**src/rtl/irqc_pkg.sv**
```systemverilog
package irqc_pkg;
    // Source count must stay a power of two: rank arithmetic wraps on IDX_W bits
    localparam int N_SRC  = 8;
    localparam int IDX_W  = $clog2(N_SRC);
    localparam int DATA_W = 8;
    localparam int ADDR_W = 2;
    localparam int BASE_W = DATA_W - IDX_W;
    localparam int RANK_W = IDX_W + 1;

    typedef logic [N_SRC-1:0]  src_vec_t;
    typedef logic [IDX_W-1:0]  src_idx_t;
    typedef logic [RANK_W-1:0] rank_t;

    typedef enum logic [ADDR_W-1:0] {
        SEL_MASK  = 2'd0,
        SEL_BASE  = 2'd1,
        SEL_ORDER = 2'd2,
        SEL_RETIRE = 2'd3
    } reg_sel_e;

    typedef enum logic {
        ORDER_FIXED  = 1'b0,
        ORDER_ROTATE = 1'b1
    } order_e;

    typedef struct packed {
        logic     hit;
        src_idx_t idx;
        rank_t    rank;
    } pick_t;

    localparam rank_t RANK_NONE = rank_t'(N_SRC);

    // Source that holds a given rank when 'low' is the least urgent source
    function automatic src_idx_t rank_to_idx(src_idx_t low, src_idx_t rank);
        return low + src_idx_t'(1) + rank;
    endfunction
endpackage

```
**src/rtl/irqc_prio_pick.sv**
```systemverilog
module irqc_prio_pick
    import irqc_pkg::*;
(
    input  src_vec_t cand,
    input  src_idx_t low,
    output pick_t    pick
);
    src_idx_t probe;

    always_comb begin
        pick.hit  = 1'b0;
        pick.idx  = '0;
        pick.rank = RANK_NONE;
        probe     = '0;
        // walk from least to most urgent so the most urgent hit is kept
        for (int k = N_SRC - 1; k >= 0; k--) begin
            probe = rank_to_idx(low, src_idx_t'(k));
            if (cand[probe]) begin
                pick.hit  = 1'b1;
                pick.idx  = probe;
                pick.rank = rank_t'(k);
            end
        end
    end
endmodule

```
**src/rtl/irqc_capture.sv**
```systemverilog
module irqc_capture
    import irqc_pkg::*;
(
    input  logic     clk,
    input  logic     rst,
    input  src_vec_t req_in,
    input  src_vec_t clr,
    output src_vec_t pend
);
    src_vec_t req_q;
    src_vec_t rise;

    assign rise = req_in & ~req_q;

    always_ff @(posedge clk) begin
        if (rst) begin
            req_q <= '0;
            pend  <= '0;
        end else begin
            req_q <= req_in;
            pend  <= (pend & ~clr) | rise;
        end
    end

    AST_PEND_CLEARS: assert property (@(posedge clk) disable iff (rst)
        ((clr & ~rise) != '0) |=> ((pend & $past(clr & ~rise)) == '0));

    AST_HELD_NO_SET: assert property (@(posedge clk) disable iff (rst)
        (((req_in & req_q & ~pend) != '0) && (clr == '0)) |=>
            ((pend & $past(req_in & req_q & ~pend)) == '0));
endmodule

```
**src/rtl/irqc_service.sv**
```systemverilog
module irqc_service
    import irqc_pkg::*;
(
    input  logic     clk,
    input  logic     rst,
    input  logic     ack_go,
    input  src_idx_t ack_idx,
    input  logic     retire,
    input  order_e   order,
    output src_vec_t isr,
    output pick_t    isr_pick,
    output src_idx_t eff_low
);
    src_idx_t rot_low;
    src_vec_t isr_n;

    assign eff_low = (order == ORDER_ROTATE) ? rot_low : src_idx_t'(N_SRC - 1);

    irqc_prio_pick u_isr_pick (
        .cand (isr),
        .low  (eff_low),
        .pick (isr_pick)
    );

    always_comb begin
        isr_n = isr;
        if (retire && isr_pick.hit) isr_n[isr_pick.idx] = 1'b0;
        if (ack_go)                 isr_n[ack_idx]      = 1'b1;
    end

    always_ff @(posedge clk) begin
        if (rst) begin
            isr     <= '0;
            rot_low <= src_idx_t'(N_SRC - 1);
        end else begin
            isr <= isr_n;
            if (retire && isr_pick.hit && order == ORDER_ROTATE)
                rot_low <= isr_pick.idx;
        end
    end

    AST_ACK_MARKS: assert property (@(posedge clk) disable iff (rst)
        ack_go |=> isr[$past(ack_idx)]);

    AST_RETIRE_ONE: assert property (@(posedge clk) disable iff (rst)
        (retire && isr_pick.hit && !ack_go) |=>
            ($countones(isr) == $countones($past(isr)) - 1));

    AST_RETIRE_EMPTY: assert property (@(posedge clk) disable iff (rst)
        (retire && isr == '0 && !ack_go) |=> (isr == '0));

    AST_FIXED_KEEPS_ORDER: assert property (@(posedge clk) disable iff (rst)
        (order == ORDER_FIXED) |-> (eff_low == src_idx_t'(N_SRC - 1)));
endmodule

```
**src/rtl/prio_irq_ctrl.sv**
```systemverilog
module prio_irq_ctrl
    import irqc_pkg::*;
(
    input  logic              clk,
    input  logic              rst,
    input  logic [N_SRC-1:0]  irq_req,
    input  logic              wr_en,
    input  logic [ADDR_W-1:0] wr_addr,
    input  logic [DATA_W-1:0] wr_data,
    input  logic [ADDR_W-1:0] rd_addr,
    output logic [DATA_W-1:0] rd_data,
    input  logic              int_ack,
    output logic              int_out,
    output logic [DATA_W-1:0] vec_out
);
    src_vec_t          mask_q;
    logic [BASE_W-1:0] base_q;
    order_e            order_q;
    src_vec_t          pend;
    src_vec_t          isr;
    src_vec_t          ack_clr;
    pick_t             req_pick;
    pick_t             isr_pick;
    src_idx_t          eff_low;
    logic              retire;
    logic              ack_go;
    reg_sel_e          wsel;
    reg_sel_e          rsel;

    assign wsel   = reg_sel_e'(wr_addr);
    assign rsel   = reg_sel_e'(rd_addr);
    assign retire = wr_en && (wsel == SEL_RETIRE);

    // register port
    always_ff @(posedge clk) begin
        if (rst) begin
            mask_q  <= '1;
            base_q  <= '0;
            order_q <= ORDER_FIXED;
        end else if (wr_en) begin
            case (wsel)
                SEL_MASK:  mask_q  <= wr_data[N_SRC-1:0];
                SEL_BASE:  base_q  <= wr_data[DATA_W-1:IDX_W];
                SEL_ORDER: order_q <= order_e'(wr_data[0]);
                default:   ;
            endcase
        end
    end

    always_comb begin
        case (rsel)
            SEL_MASK:  rd_data = DATA_W'(mask_q);
            SEL_BASE:  rd_data = {base_q, {IDX_W{1'b0}}};
            SEL_ORDER: rd_data = DATA_W'(pend);
            default:   rd_data = DATA_W'(isr);
        endcase
    end

    irqc_capture u_capture (
        .clk    (clk),
        .rst    (rst),
        .req_in (irq_req),
        .clr    (ack_clr),
        .pend   (pend)
    );

    irqc_prio_pick u_req_pick (
        .cand (pend & ~mask_q),
        .low  (eff_low),
        .pick (req_pick)
    );

    irqc_service u_service (
        .clk      (clk),
        .rst      (rst),
        .ack_go   (ack_go),
        .ack_idx  (req_pick.idx),
        .retire   (retire),
        .order    (order_q),
        .isr      (isr),
        .isr_pick (isr_pick),
        .eff_low  (eff_low)
    );

    assign int_out = req_pick.hit && (req_pick.rank < isr_pick.rank);
    assign ack_go  = int_ack && int_out;
    assign ack_clr = ack_go ? (src_vec_t'(1) << req_pick.idx) : '0;

    always_ff @(posedge clk) begin
        if (rst) begin
            vec_out <= '0;
        end else if (int_ack) begin
            vec_out <= {base_q, ack_go ? req_pick.idx : {IDX_W{1'b1}}};
        end
    end

    AST_INT_NEEDS_UNMASKED: assert property (@(posedge clk) disable iff (rst)
        int_out |-> ((pend & ~mask_q) != '0));

    AST_VEC_BASE: assert property (@(posedge clk) disable iff (rst)
        int_ack |=> (vec_out[DATA_W-1:IDX_W] == $past(base_q)));

    AST_SPURIOUS_STILL: assert property (@(posedge clk) disable iff (rst)
        (int_ack && !int_out && !retire) |=> ($stable(isr) && vec_out[IDX_W-1:0] == '1));

    AST_NEST_BLOCKS: assert property (@(posedge clk) disable iff (rst)
        (isr != '0 && (pend & ~mask_q) == '0) |-> !int_out);
endmodule

```
**config.mk**
```make
export PLATFORM = sky130hd
export DESIGN_NAME = prio_irq_ctrl
export DESIGN_NICKNAME = d
export VERILOG_FILES = /design/src/rtl/irqc_pkg.sv /design/src/rtl/irqc_prio_pick.sv /design/src/rtl/irqc_capture.sv /design/src/rtl/irqc_service.sv /design/src/rtl/prio_irq_ctrl.sv
export SDC_FILE = /design/constraint.sdc
export NUM_CORES = 1
export LEC_CHECK = 0
export BUFFER_PORTS_ARGS = -buffer_cell sky130_fd_sc_hd__buf_2
export CORE_MARGIN = 10
export CORE_UTILIZATION = 49
export DETAILED_ROUTE_END_ITERATION = 8
export PLACE_DENSITY = 0.68
export SLEW_MARGIN = 20
export SYNTH_ARGS = -nofsm -noshare
export SYNTH_HDL_FRONTEND = slang
export SYNTH_SLANG_ARGS = --single-unit
```
**constraint.sdc**
```tcl
create_clock -name clk -period 10.5 [get_ports clk]
set_clock_uncertainty 0.15 [all_clocks]
set_input_delay 0.525 -clock clk [delete_from_list [all_inputs] [get_ports clk]]
set_output_delay 0.525 -clock clk [all_outputs]
set_load 0.01 [all_outputs]
```
* Word level (Yosys, flattened, before mapping) *
Cells that the tools add are included.
W data, S select, Z words.

word-level totals
  input bits = 24
  word-level logic and storage cells = 115
  output and inout port bits = 17
  flip-flop bits (word level) = 49

cells by class
  muxes and demuxes = 58
  bitwise logic cells = 10
  equal/unequal tests = 5
  reductions and logical operators = 12
  order comparisons = 13
  shift operators = 1
  add/sub/neg operators = 8

operator list
  operator               count
  $mux W8                19
  $bmux W1 S3            16
  $lt A3 B4 Y1 const B   10
  $and A8 B8 Y8          4
  $not A8 Y8             4
  $pmux W8 S3            1
  $mux W1                18
  $or A8 B8 Y8           2
  $add A3 B3 Y3 const B  4
  $shl A1 B3 Y8 const A  1
  $logic_and A1 B1 Y1    7
  $add A3 B1 Y3 const B  2
  $add A3 B2 Y3 const B  2
  $demux W1 S3           2
  $eq A2 B2 Y1 const B   3
  $ge A3 B1 Y1 const B   2
  $mux W3                2
  $reduce_and A2 Y1      3
  $eq A2 B1 Y1 const B   2
  $logic_not A2 Y1       2
  $lt A4 B4 Y1           1

* Depth between registers and ports, before layout *
Gate-level depths: netlist (run 1).

  word-level depth = 22
  depth in mapped cells = 20
  depth with buffers taken out = 15

* Cells and area by module *
A second synthesis (run 1) with hierarchy kept.

unflattened totals
  cells, all modules = 478
  area total of the unflattened synthesis = 4,415.5 um2

by module, submodules not included
  module          times used  area each (um2)  cells each  sequential area each (um2)
  irqc_prio_pick  2           1,071.0          128         0.0
  prio_irq_ctrl   1           1,232.4          124         440.4
  irqc_capture    1           564.3            49          320.3
  irqc_service    1           476.7            49          220.2

* Least setup slack after synthesis (run 1) *
Ideal clock, no wire load.

  path type = register to register
  from = register order_q
  to = register u_capture.pend[0]
  data arrival time = 4,657 ps
  path buffers = 4
  setup slack = 5,539 ps
  clock period less this slack = 4,961 ps
  required time = 10,196 ps
  stages on the path, launching flop included = 20
  setup time = 154 ps
  path through = dfxtp_1 > buf_2 > nor2b_1 > buf_2 > inv_2 > buf_2 > clkbuf_1 > ha_1 > inv_2 > xnor2_2 > mux4_2 > nor2b_2 > nand3_1 > or2_2 > ha_1 > o211a_1 > and2_1 > a221oi_4 > and3_1 > a311oi_1

between the ends
  cells in the longest elaborated chain, start to end = 20
  elaborated cells on any way between the ends = 65
  classes of those cells = 8 x add/sub; 1 x order compare; 1 x shift; 50 x mux; 3 x bitwise; 2 x reduce/logical

RTL lines
  item                           line                  RTL
  from (decl)                    prio_irq_ctrl.sv:18   order_e order_q;
  from (signal assigned)         prio_irq_ctrl.sv:44   SEL_ORDER: order_q <= order_e'(wr_data[0]);
  $mux W3 *                      irqc_service.sv:17    assign eff_low = (order == ORDER_ROTATE) ? rot_low : src_idx_t'(N_SRC - 1);
  $add A3 B1 Y3 *                irqc_pkg.sv:36        return low + src_idx_t'(1) + rank;
  $add A3 B3 Y3                  irqc_pkg.sv:36
  $bmux W1 S3                    irqc_prio_pick.sv:18  if (cand[probe]) begin
  $mux W1 (not written as such)  irqc_prio_pick.sv:18
  $mux W8 (8 in series)          irqc_prio_pick.sv:18
  $lt A4 B4 Y1                   prio_irq_ctrl.sv:85   assign int_out = req_pick.hit && (req_pick.rank < isr_pick.rank);
  $logic_and A1 B1 Y1 *          prio_irq_ctrl.sv:85
  named net int_out              prio_irq_ctrl.sv:13   output logic int_out,
  $logic_and A1 B1 Y1 *          prio_irq_ctrl.sv:86   assign ack_go = int_ack && int_out;
  $mux W8 *                      prio_irq_ctrl.sv:87   assign ack_clr = ack_go ? (src_vec_t'(1) << req_pick.idx) : '0;
  $not A8 Y8 *                   irqc_capture.sv:21    pend <= (pend & ~clr) | rise;
  $and A8 B8 Y8 *                irqc_capture.sv:21
  $or A8 B8 Y8 *                 irqc_capture.sv:21
  to (signal assigned)           irqc_capture.sv:21
  to (decl)                      irqc_capture.sv:8     output src_vec_t pend

Mark *: on every way through the listed nets, which the timed path passes. The rest lies on a longest branch. The select of a mux whose other input is x is not followed.
A chain may end at the register's enable or synchronous reset.

* Final worst setup path (run 1) *
  from = register order_q
  to = output int_out

between the ends
  cells in the longest elaborated chain, start to end = 15
  elaborated cells on any way between the ends = 59
  classes of those cells = 8 x add/sub; 1 x order compare; 49 x mux; 1 x reduce/logical

RTL lines
  item                           line
  $mux W3 *                      irqc_service.sv:17
  $add A3 B1 Y3 *                irqc_pkg.sv:36
  $add A3 B3 Y3                  irqc_pkg.sv:36
  $bmux W1 S3                    irqc_prio_pick.sv:18
  $mux W1 (not written as such)  irqc_prio_pick.sv:18
  $mux W8 (8 in series)          irqc_prio_pick.sv:18
  $lt A4 B4 Y1                   prio_irq_ctrl.sv:85
  $logic_and A1 B1 Y1 *          prio_irq_ctrl.sv:85
  to (decl)                      prio_irq_ctrl.sv:13

Every way passes the cells marked *; elsewhere a longest branch is shown, timed or not. The select of a mux whose other input is x is not followed.

==> results of run 1 <==
-- layer usage --
layer / part of all wire, % / GRT usage (%) / wire (um)
met1: 41 / 24.6 / 5160
met2: 48 / 30.6 / 6080
met3: 7.6 / 3.94 / 955
met4: 3.3 / 7.61 / 417
met5: 0 / 0 / 0
-- stage by stage --
stage | cell area (sq um) | worst slack [ns] | cells
floorplan | 4160 | 5.54 | 450
CTS | 4470 | 4.32 | 578
global placement | 4390 | 4.73 | 571
detailed placement | 4390 | 4.69 | 571
finish | 4470 | 4.29 | 578
global route | 4470 | 3.84 | 578
-- cells in the final DEF (no fill, tap or decap), drive strengths merged, types with 3 or more instances in the layout --
master,synthesis,final
inv,8,8
a21oi,18,18
nor2,50,50
a22o,4,4
nand3,5,5
dfxtp,49,49
o22ai,4,4
o211ai,4,4
o31ai,4,4
o21ai,17,17
nand2b,20,20
nor3b,3,3
o32ai,7,7
mux2i,42,42
buf,9,42
ha,4,4
mux4,28,28
clkbuf,17,5
nand2,17,17
o211a,3,3
mux2,14,14
a311oi,10,10
a31oi,3,3
or2,3,3
a211o,12,12
nor4b,5,5
nor2b,38,38
nor3,13,13
-- cell families after synthesis --
| logic type | count (synthesis) | synth area share, % |
|---|---|---|
| AND/OR/NAND/NOR | 167 | 21.5 |
| buffers and inverters | 34 | 3.76 |
| adder cells (fa/ha/maj) | 4 | 1.20 |
| AO/OA/AOI/OAI | 109 | 19.9 |
| XOR/XNOR | 3 | 0.992 |
| multiplexers | 84 | 29.1 |
| flip-flops | 49 | 23.6 |
-- worst max-delay path: cells and delay by family (launching register included) --
family                     cells  cell delay [ns]
DFF                            1             0.53
adders and majority gates      2             1.09
and+or+nand+nor                5             1.57
buffers and inverters          3             1.05
muxes                          1             0.42
AOI/OAI and AO/OA              2             0.59
-- area by class of cell --
cell class                      instances  area share (%)
Clock buffer                            5            1.54
Tap cell                              105            2.94
Clock inverter                          2           0.364
Timing Repair Buffer                   42            4.81
Sequential cell                        49            21.9
Multi-Input combinational cell        367            67.8
Inverter                                8           0.671
-- state kept, by name, summed over array words and instances, names as in the netlist --
| name | count |
|---|---|
| mask_q | 8 |
| u_capture.pend | 8 |
| u_capture.req_q | 8 |
| u_service.isr | 8 |
| vec_out | 8 |
| base_q | 5 |
| u_service.rot_low | 3 |
| order_q | 1 |
-- worst min-delay path by stage --
stage | to | cells after the start | slack, ns
4_1_cts | mask_q[7] | 2 | 0.28
6_report | u_capture.req_q[0] | 2 | 0.28
2_1_floorplan | base_q[4] | 2 | 0.33
3_3_place_gp | vec_out[0] | 2 | 0.32
5_1_grt | mask_q[1] | 2 | 0.27
3_5_place_dp | vec_out[0] | 2 | 0.31
-- power by group --
part	switching [W]	internal, W
registers	0.00000686	0.000194
clock network	0.0000634	0.0000460
logic	0.0000398	0.0000328
total	0.000110	0.000273
==> metrics, run 1 <==
most used flip-flop cell after synthesis=dfxtp_1; Max stage delay on crit path=roughly 0.81 ns; first-pass GRT wire length=20100 um; Final period util=about three fifths; Synth top area share=a little under a quarter; slowest stage cell, crit path=ha_1; Vias=between 3k and 4k; synth cell count leaders=nor2_1, dfxtp_1, mux2i_1, nor2b_1, mux4_2; reg2reg setup slack=4.70 ns; setup TNS=0 ns; initial core utilization=50.4%; Avg Cell Area, Syn=9.25 sq um; fin crit period=between 6 and 7 ns; max-slew violations=0; worst skew pair latency=slightly above 0.3 ns; CTS max path bufs=2; measured slew at the worst slew-check pin=about 1.1 ns; WHS=between 0.2 and 0.3 ns; Worst Path Class, Setup=register to output port; crit path from=order_q; power per standard cell area=roughly 86 nW/um^2; cts hold-fix bufs=0; Reg2Reg Depth=14; post-route ant nets=0; Placeable Area=just over 8000 sq um; most numerous cell in the Yosys netlist=nor2_1; DR vias/cell=~6.7; # diodes=0; port buffer count=40; Yosys reg bits=just under 50; cell area after synthesis=~4200 sq um; hold path startpoint=irq_req[0]; Hold Fails Final Rpt=0; vias in the first global route=3806; warnings from Yosys=0; Worst R2R End=u_capture.pend[2]; highest clock rate=about 160 MHz; Total GRT Usage=about a fifth; Multi-input gate area=3030 sq um; GR Overflow Total=0; Synth Instances=450; Worst R2R Start=order_q; sequential fraction of the synthesis area=between 20% and 30%; required time worst endpoint=roughly 10 ns; drt initial violations=between 200 and 300; Die Span Y=approximately 110 um; share of layout cells above drive strength 1=22.6%; setup bufs post-CTS=0; per-cell routed wire length=between 20 and 25 um; HP Class=primary input to register; number of fill cells in the layout=between 700 and 800; number of remaining DRC errors=0; die width=112 um; area grow syn2layout=7.45%; synth unique cells=65; RSZ-0062 raised after global routing=no; Row Count=33; register area=roughly 980 sq um; root buffer cell=clkbuf_8; most frequent CP cell=ha_1; Synth area leader=dfxtp_1; worst-path fanout max=20; H-tree depth=2; CTS tree=done; status=finished clean; Max VDD drop=0.0794 mV; antenna violations before repair=0; Num CTS Buffers=5; capture point of the worst path=int_out; syn nets=between 400 and 500; Worst-path clk slew=0.10 ns; number of enable flip-flop cells after synthesis=0; CP Cell Sequence=nor2b_1 -> inv_2 -> ha_1 -> inv_1 -> mux4_2 -> nor2b_2 -> nand3_1 -> or2_2 -> ha_1 -> o211a_1 -> and2_1 -> a221oi_4 -> buf_2; Total Wirelength=12600 um; slew margin rel.=29.3%; DR pass1 iterations=5; leading post-synthesis cells by cell area=dfxtp_1, mux4_2, mux2i_1; Top Ports=41; worst path arrival time=approximately 5.5 ns; # clock sinks=between 40 and 50; Worst setup EP type=output port; Pwr Total=~0.00038 W; post-cts repair resize count=0; Layout Nets=between 500 and 600; largest net degree at the start of global routing=between 50 and 60; gpl congestion=roughly 0.94; Static Leak=1.73 nW; Post-DP HPWL=9640 um; type of origin of the critical path=register; final setup violation count=0; fraction of registers with async set/reset=0%; Max-cap violations=0; utilization after layout=between 50% and 60%; Die Area=approximately 13000 sq um
Power figures use the tool's default switching activity.
==> run 2, diff against run 1 <==
ABC_AREA = 1   (was unset)
PLACE_DENSITY = 0.69   (was 0.68)
clock period = 5.9 ns   (was 10.5 ns; I/O delays follow)
==> metrics, run 2 <==
status=finished clean; worst path arrival time=4.48 ns (-1.06 ns); WHS=0.0377 ns (-0.242 ns); leading post-synthesis cells by cell area=dfxtp_1, nand2_1, nand3_1; required time worst endpoint=5.45 ns (-4.38 ns); Yosys reg bits=49 (unchanged); cell area after synthesis=3510 sq um (-16%); XOR/XNOR Fraction of Synth Area=0% (-0.99 points); number of remaining DRC errors=0 (unchanged); slew margin rel.=42.6% (+13 points); Synth Instances=587 (+30%); syn nets=615 (+29%); synth cell count leaders=nand2_1, nor2_1, inv_1, nand3_1, dfxtp_1; synth unique cells=38 (-42%); # diodes=0 (unchanged); largest net degree at the start of global routing=31 (-39%); Die Span Y=105 um (-6.8%); CTS max path bufs=2 (unchanged); Final period util=between 80 and 90%; register area=981 sq um (unchanged); GR Overflow Total=0 (unchanged); Max VDD drop=0.128 mV (+62%); setup TNS=0 ns (unchanged); post-synthesis compound-gate area fraction=15.8% (-4.1 points); warnings from Yosys=0 (unchanged); post-synthesis simple-gate area fraction=43.4% (+22 points); H-tree depth=2 (unchanged); Worst setup EP type=output port; commonest non-fill, non-tap cell in the layout=nand2_1; Total GRT Usage=18.2% (-0.97 points); mux cell area share after synthesis=0% (-29 points); Multi-input gate area=2130 sq um (-30%); first-pass GRT wire length=16700 um (-17%); power per standard cell area=186 nW/um^2 (+120%); CTS tree=done; Avg Cell Area, Syn=5.97 sq um (-35%); die width=105 um (-6.8%); setup bufs post-CTS=0 (unchanged); Static Leak=2.01 nW (+16%); highest clock rate=between 200 and 250 MHz; fraction of registers with async set/reset=0% (unchanged); cts hold-fix bufs=0 (unchanged); Num CTS Buffers=5 (unchanged); share of layout cells above drive strength 1=14.7% (-8.0 points); sequential fraction of the synthesis area=28.0% (+4.4 points); worst-path fanout max=19 (-5.0%); most used flip-flop cell after synthesis=dfxtp_1; Pwr Total=0.000714 W (+87%); hold path depth=3 (+1); post-cts repair resize count=0 (unchanged); Layout Nets=648 (+29%); Worst-path clk slew=0.09 ns (about the same); antenna violations before repair=0 (unchanged); Total Wirelength=10400 um (-17%); fin crit period=4.93 ns; root buffer cell=clkbuf_8; RSZ-0062 raised after global routing=no; worst skew pair latency=0.32 ns (about the same); measured slew at the worst slew-check pin=0.861 ns (-0.199 ns); max-slew violations=0 (unchanged); post-route ant nets=0 (unchanged); Synth area leader=dfxtp_1; largest family of logic cells by synthesized area=simple AND/OR/NAND/NOR gates; DR pass1 iterations=5 (unchanged); Synth Area in Adders=1.43% (+0.23 points); Post-Layout Cell Count=717 (+24%); Reg2Reg Depth=17 (+3); Synth top area share=28.0% (+4.4 points); HP Class=primary input to register; Vias=3877 (-0.026%); gpl congestion=0.919 (-2.2%); crit path from=order_q; final setup violation count=0 (unchanged); type of origin of the critical path=register; number of enable flip-flop cells after synthesis=0 (unchanged); cell count after placement=709 (+24%); Row Count=30 (-9.1%); initial core utilization=51.0% (+0.61 points); Post-DP HPWL=8490 um (-12%); DR vias/cell=5.41 (-19%); Placeable Area=6870 sq um (-17%); Die Area=10900 sq um (-13%); Hold Fails Final Rpt=0 (unchanged); # clock sinks=49 (unchanged); Worst Path Class, Setup=register to output port; Top Ports=41 (unchanged); area grow syn2layout=9.28%; hold path startpoint=irq_req[7]; number of fill cells in the layout=698 (-12%); per-cell routed wire length=14.6 um (-33%); Worst R2R Start=order_q; drt initial violations=364 (+26%); Max-cap violations=0 (unchanged); most numerous cell in the Yosys netlist=nand2_1; vias in the first global route=3473 (-8.7%); most frequent cells in the layout=nand2_1, nor2_1, inv_1, nand3_1, dfxtp_1; port buffer count=40 (unchanged)
-- run 2: cell types whose count changed after synthesis, moves of 11 or more --
cell	previous run	this run
nand3_1	3	57
clkbuf_1	17	6
a211o_1	12	0
o21ai_0	16	37
mux4_2	28	0
mux2i_1	42	0
nand2b_1	20	0
nand2_1	17	171
mux2_2	13	0
inv_1	5	72
nor2b_1	36	0
nor2_1	50	76
-- run 2: stage by stage --
step	util [%]	area, sq um	setup slack (ns)
global route	55.8	3830	0.468
CTS	55.8	3830	0.982
floorplan	-	3510	2.47
finish	55.8	3830	0.973
global placement	54.4	3740	1.53
detailed placement	54.4	3740	1.35
-- run 2: area by class of cell --
class                      count  area share (%)
inverter                      82            8.10
clock inverter                 3           0.653
timing repair buffer          40            5.23
sequential                    49            25.6
multi-input combinational    442            55.5
clock buffer                   5            1.80
tap                           96            3.14
-- run 2: power by group --
group	total, W	internal, W	switching (W)
logic	0.000141	0.0000481	0.0000925
registers	0.000362	0.000349	0.0000132
clock network	0.000211	0.0000865	0.000125
-- run 2: per-layer routing --
metal | global-route usage, % | vias up | part of all wire (%)
li1 | - | 1959 | -
met1 | 25.2 | 1719 | 47
met2 | 27.7 | 179 | 44
met3 | 2.95 | 20 | 7.5
met4 | 6.47 | 0 | 2.3
met5 | 0 | - | 0
-- run 2: kinds of logic (layout without fill, tap and decap cells) --
| logic type | count (synthesis) | after routing |
|---|---|---|
| buffers and inverters | 96 | 130 |
| AO/OA/AOI/OAI | 92 | 92 |
| adder cells (fa/ha/maj) | 4 | 4 |
| flip-flops | 49 | 49 |
| AND/OR/NAND/NOR | 346 | 346 |
-- run 2: final timing paths --
check,slack (ns),endpoint
setup / recovery,0.97,int_out
hold / removal,0.04,u_capture.req_q[7]
setup reg to reg,1.33,u_service.isr[4]
hold reg to reg,0.33,u_capture.pend[7]
-- run 2: critical path, stage by stage, from the launching register on --
cell and delay, ns:
dfxtp_1 0.66, nand2_4 0.23, ha_1 0.56, clkinv_1 0.51, o21ai_2 0.40, nor2_1 0.06
nor2_1 0.16, inv_2 0.10, nor2_2 0.15, nand2_1 0.07, nor2_1 0.17, inv_1 0.09
ha_1 0.29, a21oi_1 0.29, nand2_1 0.09, nor2_1 0.17, buf_2 0.17
==> run 3, diff against run 2 <==
ABC_AREA = 0   (was 1)
PLACE_DENSITY = 0.68   (was 0.69)
clock period = 4.6 ns   (was 5.9 ns; I/O delays follow)
==> metrics, run 3 (synthesized netlist as in run 1, its figures left out) <==
initial core utilization=50.4% (-0.61 points); sw power=0.000272 W (+18%); Row Count=33 (+10%); highest clock rate=approximately 240 MHz; most frequent CP cell=inv_2; max-slew violations=0 (unchanged); Top Ports=41 (unchanged); reg2reg setup slack=0.43 ns (-0.90 ns); per-cell routed wire length=21.0 um (+44%); met2 GRT Util=30.2% (+2.5 points); Global Route met1 Usage=24.9% (-0.30 points); Buffers & Inverters on Critical Path=3 (-1); Post-DP HPWL=9580 um (+13%); # diodes=0 (unchanged); Worst-path clk slew=0.11 ns (+0.02 ns); port buffer count=40 (unchanged); Final period util=roughly 92%; Max-cap violations=0 (unchanged); Total GRT Usage=18.8% (+0.69 points); first-pass GRT wire length=19900 um (+19%); HP Class=primary input to register; cell count after placement=578 (-18%); Max stage delay on crit path=0.57 ns (-0.09 ns); measured slew at the worst slew-check pin=1.06 ns (+0.194 ns); worst-path fanout max=8 (-11); antenna violations before repair=0 (unchanged); Max VDD drop=0.186 mV (+45%); drt initial violations=361 (-0.82%); power per standard cell area=193 nW/um^2 (+3.5%); vias in the first global route=3792 (+9.2%); most frequent cells in the layout=nor2_1, dfxtp_1, buf_2, mux2i_1, nor2b_1; # clock sinks=49 (unchanged); root buffer cell=clkbuf_8; Worst Path Class, Setup=register to output port; commonest non-fill, non-tap cell in the layout=nor2_1; Die Span Y=112 um (+7.3%); DR vias/cell=6.51 (+20%); worst path arrival time=3.85 ns (-0.63 ns); Hold Fails Final Rpt=1 (+1); slew margin rel.=29.4% (-13 points); Total Wirelength=12700 um (+21%); violated checks=hold timing; RSZ-0062 raised after global routing=no; family with the most delay on the worst path=simple AND/OR/NAND/NOR gates; CP Cell Sequence=nor2b_1 -> inv_2 -> ha_2 -> inv_2 -> xnor2_4 -> mux4_2 -> nor2b_2 -> nand3_1 -> or2_2 -> ha_1 -> o211a_1 -> and2_1 -> a221oi_4 -> buf_2; fin crit period=4.23 ns; Vias=3918 (+1.1%); Worst setup EP type=output port; Placeable Area=8260 sq um (+20%); type of origin of the critical path=register; Gate power share=20.0% (+0.3 points); met3 global-route usage=3.99% (+1.0 points); Clk pwr share=30.1% (+0.5 points); H-tree depth=2 (unchanged); Die Area=12600 sq um (+15%); final setup violation count=0 (unchanged); WHS=-0.00231 ns (-0.0401 ns); post-route ant nets=0 (unchanged); largest net degree at the start of global routing=51 (+65%); setup TNS=0 ns (unchanged); die width=112 um (+7.3%); P_int=0.000643 W (+33%); CTS tree=done; share of layout cells above drive strength 1=24.7% (+10 points); DR pass1 iterations=5 (unchanged); GR Overflow Total=0 (unchanged); gpl congestion=0.997 (+8.5%); Static Leak=1.84 nW (-8.4%); status=finished, violations left; Post-Layout Cell Count=602 (-16%); required time worst endpoint=4.22 ns (-1.23 ns); CTS max path bufs=2 (unchanged); worst skew pair latency=0.31 ns (about the same); Layout Nets=524 (-19%); switching portion of total power=29.7% (-2.5 points); GR peak layer=met2; Flop pwr share=50.0% (-0.7 points); slowest stage cell, crit path=mux4_2; area grow syn2layout=13.9%; Num CTS Buffers=5 (unchanged); number of remaining DRC errors=0 (unchanged)
## run 3: changes by cell type in the layout (fill, tap and decap cells not counted), sizes merged, moves of 20 or more
cell,delta
inv,-73
nor2,-37
nor2b,+38
o21ai,-27
mux2i,+42
mux4,+28
nand2,-166
nand2b,+20
nand3,-56
## run 3: final cells by class
| class | count | area, sq um |
|---|---|---|
| Clock buffer | 5 | 68.8 |
| Fill cell | 743 | 3520 |
| Inverter | 8 | 30.0 |
| Timing Repair Buffer | 65 | 423 |
| Multi-Input combinational cell | 367 | 3080 |
| Sequential cell | 49 | 981 |
| Tap cell | 105 | 131 |
| Clock inverter | 3 | 28.8 |
## run 3: timing repair
action                                 in CTS  in global routing
hold buffers                               14                  0
resized for setup                           0                  4
endpoints found under the hold margin      14                  0
setup buffers                               0                  2
setup endpoints to repair                   0                  2
## run 3: per-stage QoR
step | power [W] | instance area, sq um | setup slack (ns) | utilization, % | hold WS (ns)
2_1_floorplan | 0.000581 | 4200 | 0.000662 | - | 0.198
5_1_grt | 0.000956 | 4740 | 0.184 | 57.4 | 0.0132
4_1_cts | 0.000917 | 4700 | 0.154 | 57.0 | 0.000980
3_3_place_gp | 0.000631 | 4470 | 0.431 | 54.1 | 0.284
3_5_place_dp | 0.000634 | 4470 | 0.368 | 54.1 | 0.287
6_report | 0.000915 | 4740 | 0.370 | 57.4 | -0.00231
## run 3: power by group through the flow
stage	clock, W	combinational, W	sequential (W)
2_1_floorplan	0	0.000117	0.000463
3_3_place_gp	0	0.000165	0.000466
3_5_place_dp	0	0.000168	0.000467
4_1_cts	0.000283	0.000178	0.000457
5_1_grt	0.000297	0.000199	0.000460
6_report	0.000275	0.000183	0.000457
## run 3: final timing paths
kind	from	endpoint	depth (start not counted)
setup / recovery	u_service.rot_low[1]	int_out	14
hold / removal	irq_req[6]	u_capture.req_q[6]	2
setup reg to reg	u_service.rot_low[1]	u_capture.pend[3]	16
hold reg to reg	vec_out[0]	vec_out[0]	2
## run 3: metal layers
layer | share of wire (%) | wire (um) | vias to the layer above
li1 | - | - | 1831
met1 | 43 | 5460 | 1878
met2 | 47 | 5890 | 181
met3 | 8.1 | 1020 | 28
met4 | 2.2 | 275 | 0
met5 | 0 | 0 | -
